--- src/rtl/cmdp_pkg.sv ---
package cmdp_pkg;
  localparam int WORD_W    = 32;
  localparam int OP_W      = 4;
  localparam int OFF_W     = 12;
  localparam int LOW_W     = 16;
  localparam int SIDE_W    = 28;
  localparam int SCMASK_W  = 6;
  localparam int CLASS_LSB = 6;
  localparam int CLASS_MAX = 10;
  localparam int GCNT_W    = 14;

  localparam logic [OP_W-1:0] OPC_SETCLASS = 4'd0;
  localparam logic [OP_W-1:0] OPC_INCR     = 4'd1;
  localparam logic [OP_W-1:0] OPC_FIXED    = 4'd2;
  localparam logic [OP_W-1:0] OPC_MASK     = 4'd3;
  localparam logic [OP_W-1:0] OPC_IMM      = 4'd4;
  localparam logic [OP_W-1:0] OPC_RESTART  = 4'd5;
  localparam logic [OP_W-1:0] OPC_GATHER   = 4'd6;
  localparam logic [OP_W-1:0] OPC_WIDE     = 4'd12;

  typedef enum logic [1:0] {WM_INCR, WM_FIXED, WM_MASK} wmode_e;

  typedef struct packed {
    logic [OP_W-1:0]   op;
    logic [SIDE_W-1:0] value;
    logic [OFF_W-1:0]  off;
    logic              has_off;
    logic              incr;
  } side_t;
endpackage

--- src/rtl/cmdp_hdr_decode.sv ---
module cmdp_hdr_decode
  import cmdp_pkg::*;
#(
  parameter int CLASS_W = 10
) (
  input  logic [WORD_W-1:0]  word,
  output logic [OP_W-1:0]    op,
  output logic [OFF_W-1:0]   off,
  output logic [LOW_W-1:0]   low,
  output logic [CLASS_W-1:0] cls,
  output logic [LOW_W-1:0]   sc_mask,
  output logic               is_reserved,
  output side_t              side
);
  localparam int OP_LSB  = WORD_W - OP_W;
  localparam int OFF_LSB = LOW_W;
  localparam int GOFF_BIT = LOW_W - 1;
  localparam int GINC_BIT = LOW_W - 2;

  assign op      = word[OP_LSB +: OP_W];
  assign off     = word[OFF_LSB +: OFF_W];
  assign low     = word[LOW_W-1:0];
  assign cls     = word[CLASS_LSB +: CLASS_W];
  assign sc_mask = {{(LOW_W-SCMASK_W){1'b0}}, word[SCMASK_W-1:0]};

  always_comb begin
    is_reserved = 1'b0;
    side        = '0;
    side.op     = op;
    case (op)
      OPC_SETCLASS, OPC_INCR, OPC_FIXED, OPC_MASK, OPC_IMM: ;
      OPC_RESTART: side.value = word[SIDE_W-1:0];
      OPC_WIDE:    side.value = word[SIDE_W-1:0];
      OPC_GATHER: begin
        side.value   = {{(SIDE_W-GCNT_W){1'b0}}, word[GCNT_W-1:0]};
        side.has_off = word[GOFF_BIT];
        side.incr    = word[GOFF_BIT] & word[GINC_BIT];
        side.off     = word[GOFF_BIT] ? word[OFF_LSB +: OFF_W] : '0;
      end
      default: is_reserved = 1'b1;
    endcase
  end
endmodule

--- src/rtl/cmdp_lowbit.sv ---
module cmdp_lowbit #(
  parameter int W = 16,
  localparam int IW = $clog2(W)
) (
  input  logic [W-1:0]  vec,
  output logic [W-1:0]  first,
  output logic [IW-1:0] idx
);
  logic [W:0] seen;
  assign seen[0] = 1'b0;

  genvar g;
  generate
    for (g = 0; g < W; g++) begin : g_scan
      assign seen[g+1] = seen[g] | vec[g];
      assign first[g]  = vec[g] & ~seen[g];
    end
  endgenerate

  always_comb begin
    idx = '0;
    for (int i = 0; i < W; i++) begin
      if (first[i]) idx = idx | IW'(i);
    end
  end
endmodule

--- src/rtl/cmdp_wr_slice.sv ---
module cmdp_wr_slice #(
  parameter int CLASS_W = 10,
  parameter int OFF_W   = 12,
  parameter int DATA_W  = 32
) (
  input  logic               clk,
  input  logic               rst_n,
  input  logic               load,
  input  logic [CLASS_W-1:0] ld_cls,
  input  logic [OFF_W-1:0]   ld_off,
  input  logic [DATA_W-1:0]  ld_data,
  output logic               free,
  output logic               valid,
  input  logic               ready,
  output logic [CLASS_W-1:0] cls,
  output logic [OFF_W-1:0]   off,
  output logic [DATA_W-1:0]  data
);
  assign free = ~valid | ready;

  always_ff @(posedge clk or negedge rst_n) begin
    if (!rst_n) begin
      valid <= 1'b0;
      cls   <= '0;
      off   <= '0;
      data  <= '0;
    end else if (load) begin
      valid <= 1'b1;
      cls   <= ld_cls;
      off   <= ld_off;
      data  <= ld_data;
    end else if (ready) begin
      valid <= 1'b0;
    end
  end

  AST_WR_HOLD: assert property (@(posedge clk) disable iff (!rst_n)
    (valid && !ready) |=> (valid && $stable(cls) && $stable(off) && $stable(data)));
endmodule

--- src/rtl/cmdstream_parser.sv ---
module cmdstream_parser
  import cmdp_pkg::*;
#(
  parameter int CLASS_W = 10
) (
  input  logic               clk,
  input  logic               rst_n,
  input  logic               in_valid,
  output logic               in_ready,
  input  logic [31:0]        in_word,
  output logic               wr_valid,
  input  logic               wr_ready,
  output logic [CLASS_W-1:0] wr_class,
  output logic [11:0]        wr_offset,
  output logic [31:0]        wr_data,
  output logic               side_valid,
  output logic [3:0]         side_op,
  output logic [27:0]        side_value,
  output logic [11:0]        side_offset,
  output logic               side_has_off,
  output logic               side_incr,
  output logic               err_reserved
);
  localparam int IDX_W = $clog2(LOW_W);

  typedef enum logic {ST_HDR, ST_PAY} st_e;

  st_e                st_q, st_d;
  wmode_e             mode_q, mode_d;
  logic [OFF_W-1:0]   off_q, off_d;
  logic [LOW_W-1:0]   cnt_q, cnt_d;
  logic [LOW_W-1:0]   mask_q, mask_d;
  logic [CLASS_W-1:0] cls_q, cls_d;
  logic               err_q, err_d;

  logic [OP_W-1:0]    dec_op;
  logic [OFF_W-1:0]   dec_off;
  logic [LOW_W-1:0]   dec_low;
  logic [CLASS_W-1:0] dec_cls;
  logic [LOW_W-1:0]   dec_scmask;
  logic               dec_reserved;
  side_t              dec_side;

  logic [LOW_W-1:0]   mask_first;
  logic [IDX_W-1:0]   mask_idx;
  logic [LOW_W-1:0]   mask_rest;

  logic               ld;
  logic [OFF_W-1:0]   ld_off;
  logic [WORD_W-1:0]  ld_data;
  logic               slice_free;
  logic               acc;

  side_t              side_q;
  logic               side_v_q;
  logic               side_ld;

  cmdp_hdr_decode #(.CLASS_W(CLASS_W)) u_dec (
    .word        (in_word),
    .op          (dec_op),
    .off         (dec_off),
    .low         (dec_low),
    .cls         (dec_cls),
    .sc_mask     (dec_scmask),
    .is_reserved (dec_reserved),
    .side        (dec_side)
  );

  cmdp_lowbit #(.W(LOW_W)) u_low (
    .vec   (mask_q),
    .first (mask_first),
    .idx   (mask_idx)
  );

  cmdp_wr_slice #(.CLASS_W(CLASS_W), .OFF_W(OFF_W), .DATA_W(WORD_W)) u_out (
    .clk     (clk),
    .rst_n   (rst_n),
    .load    (ld),
    .ld_cls  (cls_q),
    .ld_off  (ld_off),
    .ld_data (ld_data),
    .free    (slice_free),
    .valid   (wr_valid),
    .ready   (wr_ready),
    .cls     (wr_class),
    .off     (wr_offset),
    .data    (wr_data)
  );

  assign in_ready  = slice_free;
  assign acc       = in_valid & slice_free;
  assign mask_rest = mask_q & ~mask_first;

  always_comb begin
    st_d    = st_q;
    mode_d  = mode_q;
    off_d   = off_q;
    cnt_d   = cnt_q;
    mask_d  = mask_q;
    cls_d   = cls_q;
    err_d   = err_q;
    ld      = 1'b0;
    ld_off  = off_q;
    ld_data = in_word;
    side_ld = 1'b0;
    if (acc) begin
      if (st_q == ST_HDR) begin
        case (dec_op)
          OPC_SETCLASS: begin
            cls_d  = dec_cls;
            off_d  = dec_off;
            mask_d = dec_scmask;
            mode_d = WM_MASK;
            if (dec_scmask != '0) st_d = ST_PAY;
          end
          OPC_INCR, OPC_FIXED: begin
            off_d  = dec_off;
            cnt_d  = dec_low;
            mode_d = (dec_op == OPC_INCR) ? WM_INCR : WM_FIXED;
            if (dec_low != '0) st_d = ST_PAY;
          end
          OPC_MASK: begin
            off_d  = dec_off;
            mask_d = dec_low;
            mode_d = WM_MASK;
            if (dec_low != '0) st_d = ST_PAY;
          end
          OPC_IMM: begin
            ld      = 1'b1;
            ld_off  = dec_off;
            ld_data = {{(WORD_W-LOW_W){1'b0}}, dec_low};
          end
          OPC_RESTART, OPC_GATHER, OPC_WIDE: side_ld = 1'b1;
          default: err_d = err_q | dec_reserved;
        endcase
      end else begin
        ld = 1'b1;
        if (mode_q == WM_MASK) begin
          ld_off = off_q + OFF_W'(mask_idx);
          mask_d = mask_rest;
          if (mask_rest == '0) st_d = ST_HDR;
        end else begin
          ld_off = off_q;
          cnt_d  = cnt_q - 1'b1;
          if (mode_q == WM_INCR) off_d = off_q + 1'b1;
          if (cnt_q == LOW_W'(1)) st_d = ST_HDR;
        end
      end
    end
  end

  always_ff @(posedge clk or negedge rst_n) begin
    if (!rst_n) begin
      st_q     <= ST_HDR;
      mode_q   <= WM_INCR;
      off_q    <= '0;
      cnt_q    <= '0;
      mask_q   <= '0;
      cls_q    <= '0;
      err_q    <= 1'b0;
      side_v_q <= 1'b0;
      side_q   <= '0;
    end else begin
      st_q     <= st_d;
      mode_q   <= mode_d;
      off_q    <= off_d;
      cnt_q    <= cnt_d;
      mask_q   <= mask_d;
      cls_q    <= cls_d;
      err_q    <= err_d;
      side_v_q <= side_ld;
      if (side_ld) side_q <= dec_side;
    end
  end

  assign side_valid   = side_v_q;
  assign side_op      = side_q.op;
  assign side_value   = side_q.value;
  assign side_offset  = side_q.off;
  assign side_has_off = side_q.has_off;
  assign side_incr    = side_q.incr;
  assign err_reserved = err_q;

  AST_RESERVED_FLAG: assert property (@(posedge clk) disable iff (!rst_n)
    (st_q == ST_HDR && acc && dec_reserved) |=> err_reserved);
  AST_ERR_STICKY: assert property (@(posedge clk) disable iff (!rst_n)
    err_reserved |=> err_reserved);
  AST_IMM_WRITE: assert property (@(posedge clk) disable iff (!rst_n)
    (st_q == ST_HDR && acc && dec_op == OPC_IMM) |=>
      (wr_valid && wr_data == {16'h0, $past(in_word[15:0])}));
  AST_MASK_SHRINK: assert property (@(posedge clk) disable iff (!rst_n)
    (st_q == ST_PAY && mode_q == WM_MASK && acc && $countones(mask_q) > 1) |=>
      ($countones(mask_q) == $countones($past(mask_q)) - 1));
  AST_INCR_STEP: assert property (@(posedge clk) disable iff (!rst_n)
    (st_q == ST_PAY && mode_q == WM_INCR && acc && cnt_q > 1) |=>
      (off_q == $past(off_q) + 1'b1));
  AST_NO_OVERRUN: assert property (@(posedge clk) disable iff (!rst_n)
    (wr_valid && !wr_ready) |-> !in_ready);
endmodule

--- config.mk ---
export PLATFORM = sky130hd
export DESIGN_NAME = cmdstream_parser
export DESIGN_NICKNAME = d
export VERILOG_FILES = /design/src/rtl/cmdp_pkg.sv /design/src/rtl/cmdp_hdr_decode.sv /design/src/rtl/cmdp_lowbit.sv /design/src/rtl/cmdp_wr_slice.sv /design/src/rtl/cmdstream_parser.sv
export SDC_FILE = /design/constraint.sdc
export NUM_CORES = 1
export LEC_CHECK = 0
export ABC_AREA = 1
export BUFFER_PORTS_ARGS = -buffer_cell sky130_fd_sc_hd__buf_2
export CAP_MARGIN = 20
export CORE_ASPECT_RATIO = 0.75
export CORE_UTILIZATION = 43
export DETAILED_ROUTE_END_ITERATION = 10
export GPL_TIMING_DRIVEN = 0
export PLACE_DENSITY = 0.61
export RECOVER_POWER = 100
export SLEW_MARGIN = 5
export SYNTH_ARGS = -nofsm -noshare
export SYNTH_HDL_FRONTEND = slang
export SYNTH_SLANG_ARGS = --single-unit
--- constraint.sdc ---
create_clock -name clk -period 3.5 [get_ports clk]
set_clock_uncertainty 0.1 [all_clocks]
set_input_delay 0.175 -clock clk [delete_from_list [all_inputs] [get_ports clk]]
set_output_delay 0.175 -clock clk [all_outputs]
set_load 0.05 [all_outputs]
==> results of run 1 <==
[layer usage]
| metal | wire [microns] | track usage (%) | vias up |
|---|---|---|---|
| met5 | 0 | 0 | - |
| met2 | 9890 | 37.4 | 262 |
| met3 | 1570 | 5.10 | 24 |
| met1 | 11800 | 41.3 | 3503 |
| met4 | 296 | 6.92 | 0 |
| li1 | - | - | 3482 |
[tightest hold or removal path, cell delays in order]
cell	delay, ps
buf_2	70
inv_1	100
o21ai_0	170
[cell families after synthesis]
logic type      after synthesis  synth area share [%]
buf+inv                     155                  8.16
fa+ha+maj                     8                  1.38
flops                       160                  51.5
compound gates              238                  16.9
xor+xnor                      7                 0.788
simple gates                376                  20.9
mux                           3                 0.386
[per-stage QoR]
step	setup WS [ps]	hold WS, ps	TNS [ps]
6_report	362	22.6	0
5_1_grt	30.4	31.3	0
4_1_cts	440	9.71	0
3_5_place_dp	479	98.3	0
3_3_place_gp	-351	299	-54690
2_1_floorplan	920	-221	0
[registers in the layout, indices dropped and copies added (netlist names)]
signal,flops
u_out.data,32
side_value,28
cnt_q,16
mask_q,16
off_q,12
side_offset,12
u_out.off,12
cls_q,10
u_out.cls,10
side_op,4
mode_q,2
err_reserved,1
side_has_off,1
side_incr,1
side_valid,1
st_q,1
u_out.valid,1
[cells in the final DEF, fill, tap and decap left out, types with 11 or more instances in the layout]
| master | n |
|---|---|
| clkbuf_16 | 17 |
| clkbuf_1 | 131 |
| nand3_1 | 28 |
| nor3_1 | 11 |
| inv_1 | 110 |
| nand4_1 | 16 |
| a21oi_1 | 36 |
| dfrtp_1 | 160 |
| nand2_1 | 234 |
| dlygate4sd3_1 | 28 |
| o21ai_0 | 149 |
| a31oi_1 | 12 |
| buf_2 | 44 |
| nor2_1 | 68 |
[area by class of cell]
cell class                 count  area, sq um
buffer                        39          164
multi-input combinational    632         3080
tap                          242          303
inverter                     116          438
fill                        1790         8210
clock buffer                  17          425
sequential                   160         4000
timing repair buffer         168          872
clock inverter                14          168
[report_power, final]
part           internal [W]  switching, W
registers           0.00258      0.000526
clock network       0.00108      0.000860
logic               0.00111       0.00356
total               0.00477       0.00495
[path summary, 6_finish.rpt]
check | cells after the start | to
min in group asynchronous | 2 | u_out.cls[8]$_DFFE_PN0P_
hold reg to reg | 1 | side_op[2]$_DFFE_PN0P_
setup / recovery | 16 | u_out.off[8]$_DFFE_PN0P_
max in group asynchronous | 3 | off_q[6]$_DFFE_PN0P_
hold / removal | 3 | side_offset[6]$_DFFE_PN0P_
setup reg to reg | 16 | u_out.off[8]$_DFFE_PN0P_
==> flow_summary.ini, run 1 <==
[status]
outcome = complete, but fails checks
violations = max-capacitance violations, max-slew violations

[detailed_routing]
remaining_drc_errors = 0
vias = 7271
drt-vias-per-instance = 5.24
wl_per_cell_microns = 17.0
ant_nets = 0
drt_iter0_drc = 659
drt_first_pass_iters = 5
wirelength_microns = 23600

[setup_path]
cp.required_ps = 3710
start_kind = flop
crit_path_max_fanout = 6
crit_buf_inv = 1
slowest_delay_ps = 410
cp-startpoint = mask_q[2]$_DFFE_PN0P_
end_kind = flop
cpMaxStageDelayCell = dfrtp_1
cpLargestDelayFamily = simple AND/OR/NAND/NOR gates
crit_type = flop to flop
worstPathArrival_ps = 3350
crit_chain = nor2_1, nand2_4, nor2_4, nand4_2, nor2_2, nand2_1, inv_1, nand3_2, nand4_1, ha_1, fa_1, nand3_1, nand3_1, nand3_1, o311ai_0, nand2_1
crit_top_cell = nand3_1
rrSetupSlack_ps = 360
r2r_start = mask_q[2]$_DFFE_PN0P_

[global_routing]
grt_max_degree = 84
grt_pass1_wl_microns = 37600
antenna_found_initial = 0
grt_overflow = 0
track_usage_pct = 26.6
grt_pass1_vias = 6905

[timing]
fmax_mhz = 319
setup_viol_count_final = 0
hold_violations = 0
slew_headroom_pct = -31.6
fin_crit_sh_pct = 89.6
tightestPinTransition_ps = 1970
slew_violations = 78
fin_crit_ps = 3140
rsz0062_at_grt = no

[clocking]
ctsHtreeMaxLevel = 4
clkLatencyLatePin_ps = 440
holdBufCountCts = 28
cts_root_buf = clkbuf_16
clock_sinks = 160
clk_pin_slew_worst_paths_ps = 70
post_cts_buffers = 0
clk_path_buf_depth = 2
cts_tree = yes
post_cts_resized = 0
cts_made_buffers = 17

[run]
maxCapViolCount = 1

[synthesis]
netlist_instances = 947
syn_area_sq_mm = 0.00778
yosysTopAreaCell = dfrtp_1
ys_dominant_reg_cell = dfrtp_1
yosysUniqueCellTypes = 48
yosys.area.top_type_share_pct = 51.5
avgSynthCellArea_sq_um = 8.21
ys_seq_area_share_pct = 51.5
ys_top_cells_by_count = nand2_1 (231), dfrtp_1 (160), o21ai_0 (110)
ys_seq_elements = 160
synth_async_sr_flop_share_pct = 100
synthTopCellsByArea = dfrtp_1 (51%), nand2_1 (11%), o21ai_0 (7.1%)
synth_edf_count = 0
synth.net_count = 991
yosysWarnings = 0
synth.most_common_cell = nand2_1

[cells_and_area]
nets = 1178
layout-drive-gt1-share_pct = 8.12
postLayoutCoreUtil_pct = 53.5
antenna_cells = 0
post_layout_nonfiller_instances = 1388
fin_area_sq_mm = 0.00945
syn2layout_area_growth_pct = 21.5

[floorplanning]
std_cell_rows = 42
core_area_sq_mm = 0.0177
die_area_sq_mm = 0.0186
die_w_microns = 157
start_util_pct = 44.0
ios = 140
die_y_microns = 118

[placed_design]
place_area_sq_mm = 0.00881
gp_congestion = 0.874
port_buffers = 139
placed_cells = 1329
hpwl_microns = 17200

[power_and_ir_drop]
total_power_w = 0.00972
peakVddDrop_uv = 384
p_per_area_mw_per_mm2 = 1030
p_leak_nw = 4.53

[worst_hold_path]
worstHoldPathType = input pin to flop
min_from = in_word[22]
(Power assumes the default switching activity.)
==> run 2, diff against run 1 <==
--- a/config.mk
+++ b/config.mk
@@ -12,8 +12,9 @@
 export CORE_UTILIZATION = 43
 export DETAILED_ROUTE_END_ITERATION = 10
 export GPL_TIMING_DRIVEN = 0
-export PLACE_DENSITY = 0.61
+export PLACE_DENSITY = 0.64
 export RECOVER_POWER = 100
+export REMOVE_ABC_BUFFERS = 1
 export SLEW_MARGIN = 5
 export SYNTH_ARGS = -nofsm -noshare
 export SYNTH_HDL_FRONTEND = slang
==> constraint.sdc (replaced) <==
create_clock -name clk -period 2.7 [get_ports clk]
set_clock_uncertainty 0.1 [all_clocks]
set_input_delay 0.135 -clock clk [delete_from_list [all_inputs] [get_ports clk]]
set_output_delay 0.135 -clock clk [all_outputs]
set_load 0.05 [all_outputs]
==> run 2 against run 1 <==
  * The flow finishes with violations (negative setup slack)
  * Routed wire length down 6.8%
  * Non-clock buffer count down 14
  * Clock-buffer cell count up 3
  * Global-route usage down 2.8 points
  * Register-to-register slack worse by 400 ps
  * First-iteration DRC count down 15%
  * Fmax up 15%
  * Via count down 2.2%
  * Sequential share of layout area down 1.1 points
  * Hold slack better by 15 ps
==> flow_summary.ini, run 2 (synthesis gave the netlist of run 1 again) <==
[timing]
tightestPinTransition_ps = 1260
hold_violations = 0
rsz0062_at_grt = yes
fmax_mhz = 365
setup_ws_ps = -38.8
slew_headroom_pct = 15.7
slew_violations = 0
fin_crit_sh_pct = 101
setup_viol_count_final = 4
whs_ps = 37.3
fin_crit_ps = 2740

[setup_path]
crit_chain = nand2_1, inv_1, nor2_2, inv_1, a21oi_1, mux2i_1, inv_1
worstPathArrival_ps = 2960
crit_type = flop to flop
crit_path_max_fanout = 23
slowest_delay_ps = 650
cp.required_ps = 2920
crit_buf_inv = 3
crit_top_cell = inv_1
start_kind = flop
cpMaxStageDelayCell = dfrtp_4
end_kind = flop
cpLargestDelayFamily = simple AND/OR/NAND/NOR gates

[status]
violations = negative setup slack
outcome = complete, but fails checks

[floorplanning]
die_area_sq_mm = 0.0186
start_util_pct = 44.0
std_cell_rows = 42
ios = 140
die_w_microns = 157
die_y_microns = 118
core_area_sq_mm = 0.0177

[global_routing]
grt_max_degree = 112
grt_overflow = 0
grt_pass1_vias = 6592
antenna_found_initial = 0
track_usage_pct = 23.8
grt_pass1_wl_microns = 34400

[cells_and_area]
layout_common_cells = nand2_1 (224), dfrtp_1 (159), o21ai_0 (119)
syn2layout_area_growth_pct = 25.0
post_layout_nonfiller_instances = 1373
nets = 1164
antenna_cells = 0
top_register = u_out.data
layout_commonest_cell = nand2_1
layout-drive-gt1-share_pct = 12.7
largest_reg_flops = 32
fillCellCount = 1723

[detailed_routing]
drt_iter0_drc = 557
remaining_drc_errors = 0
ant_nets = 0
drt_first_pass_iters = 6
drt-vias-per-instance = 5.18
wirelength_microns = 22000
vias = 7109
wl_per_cell_microns = 16.0

[power_and_ir_drop]
seqPwrFrac_pct = 31.8
p_sw_w = 0.00648
clockPowerShare_pct = 18.0
sw_frac_of_total_pct = 50.0
peakVddDrop_uv = 548
p_int_w = 0.00647
p_leak_nw = 4.59
combPwrFrac_pct = 50.2
total_power_w = 0.0129
p_per_area_mw_per_mm2 = 1330

[placed_design]
gp_congestion = 0.870
dp_slack_ps = -673
hpwl_microns = 14400
placed_cells = 1293
port_buffers = 139

[clocking]
clkLatencyLatePin_ps = 430
clk_path_buf_depth = 2
clk_pin_slew_worst_paths_ps = 60
ctsHtreeMaxLevel = 4
cts_tree = yes
clock_sinks = 160
cts_root_buf = clkbuf_16
cts_made_buffers = 17

[worst_hold_path]
worstHoldPathType = input pin to flop

[run]
maxCapViolCount = 0
run 2: changes by cell type in the layout (fill, tap and decap cells not counted), moves of 5 or more:
cell / previous run / this run
o21ai_1: 10 / 39
nand2_2: 0 / 8
o21ai_0: 149 / 119
nor2_2: 3 / 8
a21oi_2: 0 / 5
dlygate4sd3_1: 28 / 33
buf_4: 1 / 16
buf_2: 44 / 33
a21oi_1: 36 / 29
nand2_1: 234 / 224
nor2_1: 68 / 62
clkbuf_1: 131 / 105
run 2: routing by layer:
| layer | GRT usage (%) | vias up | wire [microns] |
|---|---|---|---|
| met5 | 0 | - | 0 |
| met4 | 5.64 | 0 | 257 |
| met3 | 5.57 | 24 | 1270 |
| met2 | 33.3 | 233 | 9140 |
| met1 | 36.8 | 3388 | 11300 |
| li1 | - | 3464 | - |
run 2: worst min-delay path: cells and delay by family:
kind / cells / cell delay, ps
compound gates: 1 / 170
buf+inv: 2 / 210
run 2: stage by stage:
stage / TNS [ps] / instance area [sq um] / util, %
after floorplan: -658 / 7580 / -
after global placement: -329650 / 8580 / 48.6
after detailed placement: -22990 / 8680 / 49.1
after CTS: 0 / 9760 / 55.3
after global routing: -4530 / 9720 / 55.0
final: -109 / 9720 / 55.0
run 2: layout make-up:
class                      count  area (sq um)  share of cell area (%)
clock buffer                  20           457                    4.70
clock inverter                10           105                    1.08
inverter                     116           453                    4.66
multi-input combinational    632          3290                    33.9
sequential                   160          4010                    41.2
tap                          242           303                    3.12
timing repair buffer         193          1100                    11.3
run 2: what timing repair did:
item / CTS / global route
gates resized for setup: 28 / 26
setup buffers: 10 / 7
endpoints found under the hold margin: 142 / 0
pin swaps: 11 / 25
endpoints found under the setup margin: 80 / 50
hold buffers: 33 / 0
run 2: power groups by stage:
| stage | Clock, W | Combinational [W] | Sequential (W) |
|---|---|---|---|
| after floorplan | 0 | 0.00247 | 0.00601 |
| after global placement | 0 | 0.00581 | 0.00408 |
| after detailed placement | 0 | 0.00589 | 0.00411 |
| after CTS | 0.00237 | 0.00628 | 0.00407 |
| after global routing | 0.00245 | 0.00705 | 0.00424 |
| final | 0.00233 | 0.00650 | 0.00412 |
run 2: worst paths after layout:
check / startpoint / to / slack, ps / cells after the start
setup / recovery: st_q$_DFFE_PN0P_ / cnt_q[7]$_DFFE_PN0P_ / -40 / 7
hold / removal: in_word[16] / side_offset[0]$_DFFE_PN0P_ / 40 / 3
setup reg to reg: st_q$_DFFE_PN0P_ / cnt_q[7]$_DFFE_PN0P_ / -40 / 7
hold reg to reg: side_has_off$_DFFE_PN0P_ / side_has_off$_DFFE_PN0P_ / 370 / 2
max in group asynchronous: rst_n / st_q$_DFFE_PN0P_ / 380 / 3
min in group asynchronous: rst_n / u_out.data[0]$_DFFE_PN0P_ / 420 / 2
